===== config.mk =====
export PLATFORM = sky130hd
export DESIGN_NAME = dual_dispatch
export DESIGN_NICKNAME = d
export VERILOG_FILES = /design/src/rtl/dsp_pkg.sv /design/src/rtl/dsp_unit_credit.sv /design/src/rtl/dsp_rename_pool.sv /design/src/rtl/dsp_cq_alloc.sv /design/src/rtl/dual_dispatch.sv
export SDC_FILE = /design/constraint.sdc
export NUM_CORES = 1
export LEC_CHECK = 0
export BUFFER_PORTS_ARGS = -buffer_cell sky130_fd_sc_hd__clkbuf_2
export CORE_UTILIZATION = 52
export DETAILED_ROUTE_END_ITERATION = 8
export PLACE_DENSITY = 0.84
export RECOVER_POWER = 25
export SETUP_SLACK_MARGIN = 0.02
export SLEW_MARGIN = 25
export SYNTH_ARGS = -nofsm -noshare
export SYNTH_HDL_FRONTEND = slang
export SYNTH_SLANG_ARGS = --single-unit

===== constraint.sdc =====
create_clock -name clk -period 6.7 [get_ports clk]
set_clock_uncertainty 0.1 [all_clocks]
set_input_delay 1.34 -clock clk [delete_from_list [all_inputs] [get_ports clk]]
set_output_delay 1.34 -clock clk [all_outputs]
set_load 0.02 [all_outputs]

===== src/rtl/dsp_pkg.sv =====
package dsp_pkg;

  typedef enum logic [1:0] {
    POP_NONE = 2'd0,
    POP_ONE  = 2'd1,
    POP_TWO  = 2'd2
  } pop_e;

  function automatic int safe_w(input int n);
    return (n > 1) ? $clog2(n) : 1;
  endfunction

endpackage


===== src/rtl/dsp_unit_credit.sv =====
module dsp_unit_credit #(
  parameter int SLOTS = 2
) (
  input  logic clk,
  input  logic rst_n,
  input  logic take,
  input  logic release_i,
  output logic has_slot
);
  localparam int CNT_W = $clog2(SLOTS + 1);

  logic [CNT_W-1:0] free_q;

  always_ff @(posedge clk) begin
    if (!rst_n) begin
      free_q <= CNT_W'(SLOTS);
    end else if (take && !release_i) begin
      free_q <= free_q - 1'b1;
    end else if (!take && release_i) begin
      free_q <= free_q + 1'b1;
    end
  end

  assign has_slot = (free_q != '0);

  AST_UNIT_NO_OVERTAKE: assert property (@(posedge clk) disable iff (!rst_n)
    take |-> free_q != '0);
  AST_UNIT_RELEASE_LEGAL: assert property (@(posedge clk) disable iff (!rst_n)
    (release_i && !take) |-> int'(free_q) < SLOTS);
  AST_UNIT_BOUND: assert property (@(posedge clk) disable iff (!rst_n)
    int'(free_q) <= SLOTS);

endmodule


===== src/rtl/dsp_rename_pool.sv =====
module dsp_rename_pool #(
  parameter int REGS = 6,
  parameter int MAXD = 2
) (
  input  logic                     clk,
  input  logic                     rst_n,
  input  logic                     take0,
  input  logic [$clog2(MAXD+1)-1:0] nd0,
  input  logic                     take1,
  input  logic [$clog2(MAXD+1)-1:0] nd1,
  input  logic [REGS-1:0]          release_mask,
  output logic [MAXD*$clog2(REGS)-1:0] tags0,
  output logic [MAXD*$clog2(REGS)-1:0] tags1,
  output logic [$clog2(REGS+1)-1:0] free_cnt
);
  localparam int TW    = $clog2(REGS);
  localparam int PICKS = 2 * MAXD;

  logic [REGS-1:0] free_q;
  logic [REGS-1:0] alloc;
  logic [TW-1:0]   pick [PICKS];

  // Ordered list of the lowest free register numbers.
  always_comb begin
    int n;
    n = 0;
    for (int k = 0; k < PICKS; k++) pick[k] = '0;
    for (int i = 0; i < REGS; i++) begin
      if (free_q[i] && n < PICKS) begin
        pick[n] = TW'(i);
        n++;
      end
    end
  end

  // Lane 0 consumes from the front of the list, lane 1 right after it.
  always_comb begin
    alloc = '0;
    tags0 = '0;
    tags1 = '0;
    for (int k = 0; k < MAXD; k++) begin
      if (take0 && k < int'(nd0)) begin
        tags0[k*TW +: TW] = pick[k];
        alloc[pick[k]]    = 1'b1;
      end
      if (take1 && k < int'(nd1) && (int'(nd0) + k) < PICKS) begin
        tags1[k*TW +: TW]         = pick[int'(nd0) + k];
        alloc[pick[int'(nd0) + k]] = 1'b1;
      end
    end
  end

  always_ff @(posedge clk) begin
    if (!rst_n) free_q <= '1;
    else        free_q <= (free_q & ~alloc) | release_mask;
  end

  assign free_cnt = ($clog2(REGS+1))'($countones(free_q));

  AST_RENAME_NO_DOUBLE_FREE: assert property (@(posedge clk) disable iff (!rst_n)
    (release_mask & free_q) == '0);
  AST_RENAME_ENOUGH0: assert property (@(posedge clk) disable iff (!rst_n)
    take0 |-> $countones(free_q) >= int'(nd0));
  AST_RENAME_ENOUGH01: assert property (@(posedge clk) disable iff (!rst_n)
    (take0 && take1) |-> $countones(free_q) >= int'(nd0) + int'(nd1));

endmodule


===== src/rtl/dsp_cq_alloc.sv =====
module dsp_cq_alloc #(
  parameter int DEPTH = 6
) (
  input  logic                       clk,
  input  logic                       rst_n,
  input  logic [1:0]                 n_alloc,
  input  logic [1:0]                 n_retire,
  output logic [$clog2(DEPTH)-1:0]   idx0,
  output logic [$clog2(DEPTH)-1:0]   idx1,
  output logic [$clog2(DEPTH+1)-1:0] free_cnt
);
  localparam int IW = $clog2(DEPTH);
  localparam int FW = $clog2(DEPTH + 1);

  logic [IW-1:0] tail_q;
  logic [FW-1:0] used_q;

  function automatic logic [IW-1:0] wrap_add(input logic [IW-1:0] p, input int inc);
    int t;
    t = int'(p) + inc;
    if (t >= DEPTH) t = t - DEPTH;
    return IW'(t);
  endfunction

  assign idx0     = tail_q;
  assign idx1     = wrap_add(tail_q, 1);
  assign free_cnt = FW'(DEPTH) - used_q;

  always_ff @(posedge clk) begin
    if (!rst_n) begin
      tail_q <= '0;
      used_q <= '0;
    end else begin
      tail_q <= wrap_add(tail_q, int'(n_alloc));
      used_q <= used_q + FW'(n_alloc) - FW'(n_retire);
    end
  end

  AST_CQ_NO_OVERFLOW: assert property (@(posedge clk) disable iff (!rst_n)
    int'(n_alloc) <= DEPTH - int'(used_q));
  AST_CQ_NO_UNDERFLOW: assert property (@(posedge clk) disable iff (!rst_n)
    int'(n_retire) <= int'(used_q));
  AST_CQ_TAIL_RANGE: assert property (@(posedge clk) disable iff (!rst_n)
    int'(tail_q) < DEPTH);

endmodule


===== src/rtl/dual_dispatch.sv =====
module dual_dispatch
  import dsp_pkg::*;
#(
  parameter int NUM_UNITS   = 4,
  parameter int UNIT_SLOTS  = 2,
  parameter int RENAME_REGS = 6,
  parameter int CQ_DEPTH    = 6,
  parameter int MAX_DEST    = 2,
  localparam int UNIT_W = (NUM_UNITS > 1) ? $clog2(NUM_UNITS) : 1,
  localparam int DEST_W = $clog2(MAX_DEST + 1),
  localparam int TAG_W  = $clog2(RENAME_REGS),
  localparam int CQ_W   = $clog2(CQ_DEPTH)
) (
  input  logic                      clk,
  input  logic                      rst_n,
  input  logic [1:0]                iq_valid,
  input  logic [UNIT_W-1:0]         iq0_unit,
  input  logic [DEST_W-1:0]         iq0_ndest,
  input  logic [UNIT_W-1:0]         iq1_unit,
  input  logic [DEST_W-1:0]         iq1_ndest,
  output logic [1:0]                iq_pop,
  output logic [1:0]                disp_valid,
  output logic [UNIT_W-1:0]         disp0_unit,
  output logic [MAX_DEST*TAG_W-1:0] disp0_tags,
  output logic [CQ_W-1:0]           disp0_cq,
  output logic [UNIT_W-1:0]         disp1_unit,
  output logic [MAX_DEST*TAG_W-1:0] disp1_tags,
  output logic [CQ_W-1:0]           disp1_cq,
  input  logic [NUM_UNITS-1:0]      unit_release,
  input  logic [RENAME_REGS-1:0]    rename_release,
  input  logic [1:0]                cq_retire
);
  localparam int RF_W = $clog2(RENAME_REGS + 1);
  localparam int CF_W = $clog2(CQ_DEPTH + 1);

  logic [NUM_UNITS-1:0] unit_has_slot;
  logic [NUM_UNITS-1:0] unit_take;
  logic [RF_W-1:0]      rn_free;
  logic [CF_W-1:0]      cq_free;
  logic [CQ_W-1:0]      cq_idx0, cq_idx1;
  logic                 go0, go1;
  pop_e                 pop;

  // Per-unit reservation credits.
  for (genvar u = 0; u < NUM_UNITS; u++) begin : g_unit
    dsp_unit_credit #(.SLOTS(UNIT_SLOTS)) u_credit (
      .clk      (clk),
      .rst_n    (rst_n),
      .take     (unit_take[u]),
      .release_i(unit_release[u]),
      .has_slot (unit_has_slot[u])
    );
  end

  // Lane qualification, oldest first.
  always_comb begin
    go0 = iq_valid[0]
       && int'(iq0_unit) < NUM_UNITS
       && unit_has_slot[iq0_unit]
       && int'(iq0_ndest) <= MAX_DEST
       && int'(rn_free) >= int'(iq0_ndest)
       && int'(cq_free) >= 1;
    go1 = go0
       && iq_valid[1]
       && int'(iq1_unit) < NUM_UNITS
       && iq1_unit != iq0_unit
       && unit_has_slot[iq1_unit]
       && int'(iq1_ndest) <= MAX_DEST
       && int'(rn_free) >= int'(iq0_ndest) + int'(iq1_ndest)
       && int'(cq_free) >= 2;
  end

  always_comb begin
    for (int u = 0; u < NUM_UNITS; u++) begin
      unit_take[u] = (go0 && iq0_unit == UNIT_W'(u)) || (go1 && iq1_unit == UNIT_W'(u));
    end
  end

  always_comb begin
    if (go1)      pop = POP_TWO;
    else if (go0) pop = POP_ONE;
    else          pop = POP_NONE;
  end

  dsp_rename_pool #(.REGS(RENAME_REGS), .MAXD(MAX_DEST)) u_rename (
    .clk         (clk),
    .rst_n       (rst_n),
    .take0       (go0),
    .nd0         (iq0_ndest),
    .take1       (go1),
    .nd1         (iq1_ndest),
    .release_mask(rename_release),
    .tags0       (disp0_tags),
    .tags1       (disp1_tags),
    .free_cnt    (rn_free)
  );

  dsp_cq_alloc #(.DEPTH(CQ_DEPTH)) u_cq (
    .clk     (clk),
    .rst_n   (rst_n),
    .n_alloc (2'(pop)),
    .n_retire(cq_retire),
    .idx0    (cq_idx0),
    .idx1    (cq_idx1),
    .free_cnt(cq_free)
  );

  assign iq_pop     = 2'(pop);
  assign disp_valid = {go1, go0};
  assign disp0_unit = go0 ? iq0_unit : '0;
  assign disp1_unit = go1 ? iq1_unit : '0;
  assign disp0_cq   = go0 ? cq_idx0 : '0;
  assign disp1_cq   = go1 ? cq_idx1 : '0;

  AST_POP_ONLY_VALID0: assert property (@(posedge clk) disable iff (!rst_n)
    disp_valid[0] |-> iq_valid[0]);
  AST_POP_ONLY_VALID1: assert property (@(posedge clk) disable iff (!rst_n)
    disp_valid[1] |-> iq_valid[1]);
  AST_IN_ORDER: assert property (@(posedge clk) disable iff (!rst_n)
    disp_valid[1] |-> disp_valid[0]);
  AST_UNIT_DISTINCT: assert property (@(posedge clk) disable iff (!rst_n)
    (disp_valid == 2'b11) |-> disp0_unit != disp1_unit);
  AST_CQ_ORDER: assert property (@(posedge clk) disable iff (!rst_n)
    (disp_valid == 2'b11) |-> disp0_cq != disp1_cq);

endmodule


==> reports/metrics.cfg <==
[run_status]
outcome=completed

[floorplan]
dieArea_um2=6090
core_area_um2=5540
start_util_pct=54.3
ios=50
dieWidth_um=78.1
dieHeight_um=78.1
num_rows=27

[sta]
final_max_slew_viol_count=0
timing.final.hold_violations=0
slew_headroom_pct=55.4
grt_setup_unrepaired=no
worstMarginPinSlew_ns=0.663
max_freq_mhz=164
post-route-min-period_ns=6.10
timing.setup.tns_ns=0
setup_violations=0
whs_ns=0.407
finalCritPeriodShare_pct=91.0

[routing]
drt_iter0_drc=384
drc=0
via_per_inst=6.12
vias=2999
ant_nets=0
wl_met2_um=3690
routed_wl_um=8030
dr_wl_met3_um=601
wl_met1_um=3540
top_layer_used=met4
routedWlPerCell_um=16.4
first_pass_iters=5

[yosys]
synthCells=381
synth_cell_types=72
synth_edf_count=0
ys_seq_area_share_pct=13.3
yosysWarnings=0
synth.net_count=451
synthArstFlopShare_pct=0
syn_area_um2=3010
synthFlopType=dfxtp_1
ys_seq_elements=20
syn_area_per_cell_um2=7.90

[worst_setup_path]
cp_slowest_cell=fa_1
crit_fanout=11
required_ns=5.26
path_cells=fa_1 -> ha_1 -> nor2b_1 -> o2bb2ai_1 -> nor2_1 -> ha_1 -> nor2b_1 -> nor4b_1 -> a21o_1 -> nor2_1 -> mux4_2 -> nor2_1 -> clkbuf_2
cpMostUsedCell=nor2_1
worstSetupEndpointType=output pin
worstSetupPathType=flip-flop to output pin
cpPeakStageDelay_ns=0.65
critPathArrivalTime_ns=4.66
startpoint_type=flip-flop

[layout]
nets=489
final_util_pct=59.4
final_cells=490
final_cell_mix=clkbuf_2, inv_1, ha_1
n_antenna_cell=0
area_growth_pct=9.40
drive_gt1_share_pct=17.2
mostFrequentLayoutCell=clkbuf_2

[cts]
cts_tree=yes
cts_setup_buffers=0
cts-resized-gates=0
clock-sinks=20
cts_buffers=3
cts_buffer_depth=2
path_clk_slew_ns=0.09
h-tree-depth=1
insertion_delay_ns=0.27
cts_hold_buf=0
root_buffer=clkbuf_8

[placement]
dp.cells=486
portBuffers=49
dp.final_hpwl_um=6570
globalplace.congestion=1.01

[flow_run]
cap_violations=0

[power_and_ir_drop]
power_density_nw_per_um2=258
p_total_uw=848
p_leak_uw=0.00159
vdd.ir_drop.worst_mv=0.126

[global_routing]
grt_util_all_layers_pct=27.6
grt-ovfl-total=0
antenna_found_initial=0
grt_max_degree=22
grt_pass1_vias=2880
grt_pass1_wl_um=13500

[hold_path]
min_path_type=flip-flop to flip-flop

## state kept, by name (all words and copies together) (netlist names)
signal	flops
u_rename.free_q	6
g_unit.u_credit.free_q	8
u_cq.idx0	3
u_cq.used_q	3
## final cells by class
cell class	count	area [µm²]
fillers	536	2250
inverters	48	180
repair buffers	50	249
flip-flops and latches	20	400
multi-input cells	296	2320
well taps	72	90.1
clock buffers	4	55.1
## cells in the mapped netlist (all sizes together) (5+ instances only)
cell     n  area share (%)
nand2   24             3.0
or3      6             1.2
o21ai   10             1.7
nand3   10             1.8
o31ai    5             1.2
nand2b   6             1.2
dfxtp   20              13
or2      5             1.0
xnor2   17             4.9
a21oi    6             1.1
and2    13             2.7
inv     47             5.9
o22ai    7             1.5
ha      39              16
fa       7             4.7
nor4     7             1.5
nor2    29             3.6
o21a     5             1.2
nor3    16             2.7
o311ai   7             2.3
clkbuf   5            0.62
buf     12             2.7
## layer usage
metal  GRT usage, %  vias to the layer above
met4           7.41                        0
met1           35.4                     1374
li1               -                     1445
met2           47.2                      159
met5              0                        -
met3           4.88                       21
## cell families (layout without fill, tap and decap cells)
logic type	after synthesis	count (layout)	share of synthesized area (%)
simple gates	140	140	25.1
compound gates	85	85	22.3
buf+inv	65	102	9.27
fa+ha+maj	46	46	20.9
xor+xnor	20	20	5.82
flops	20	20	13.3
mux	5	5	3.33
## critical path, delay by kind of cell (launching register included)
family	cells	cell delay (ns)
AOI/OAI and AO/OA	2	0.52
adders and majority gates	3	1.35
buffers and inverters	1	0.18
DFF	1	0.57
muxes	1	0.54
and+or+nand+nor	6	1.22
## path summary, 6_finish.rpt
| check | end | slack (ns) | from | cells after the start |
|---|---|---|---|---|
| worst max-delay path | disp1_tags[2] | 0.60 | u_rename.free_q[2]$_SDFF_PN1_ | 13 |
| worst min-delay path | g_unit[3].u_credit.free_q[1]$_SDFFE_PN1P_ | 0.41 | g_unit[3].u_credit.free_q[1]$_SDFFE_PN1P_ | 2 |
| worst max register to register | u_cq.used_q[2]$_SDFF_PN0_ | 1.47 | u_rename.free_q[3]$_SDFF_PN1_ | 18 |
| worst min register to register | g_unit[3].u_credit.free_q[1]$_SDFFE_PN1P_ | 0.41 | g_unit[3].u_credit.free_q[1]$_SDFFE_PN1P_ | 2 |
## through the flow
stage / worst slack (ns) / instance area [µm²]
6_report: 0.604 / 3290
2_1_floorplan: 1.18 / 3010
5_1_grt: 0.260 / 3290
3_5_place_dp: 1.05 / 3250
4_1_cts: 0.724 / 3310
3_3_place_gp: 1.13 / 3250
## report_power, final
part / internal, µW / switching [µW] / total (µW) / leakage, µW
clock network: 52.6 / 47.5 / 100 / 0.0000288
logic: 225 / 353 / 578 / 0.00140
registers: 142 / 28.0 / 170 / 0.000165
total: 419 / 429 / 848 / 0.00159
Note: power is estimated with default switching activity, not from simulation.
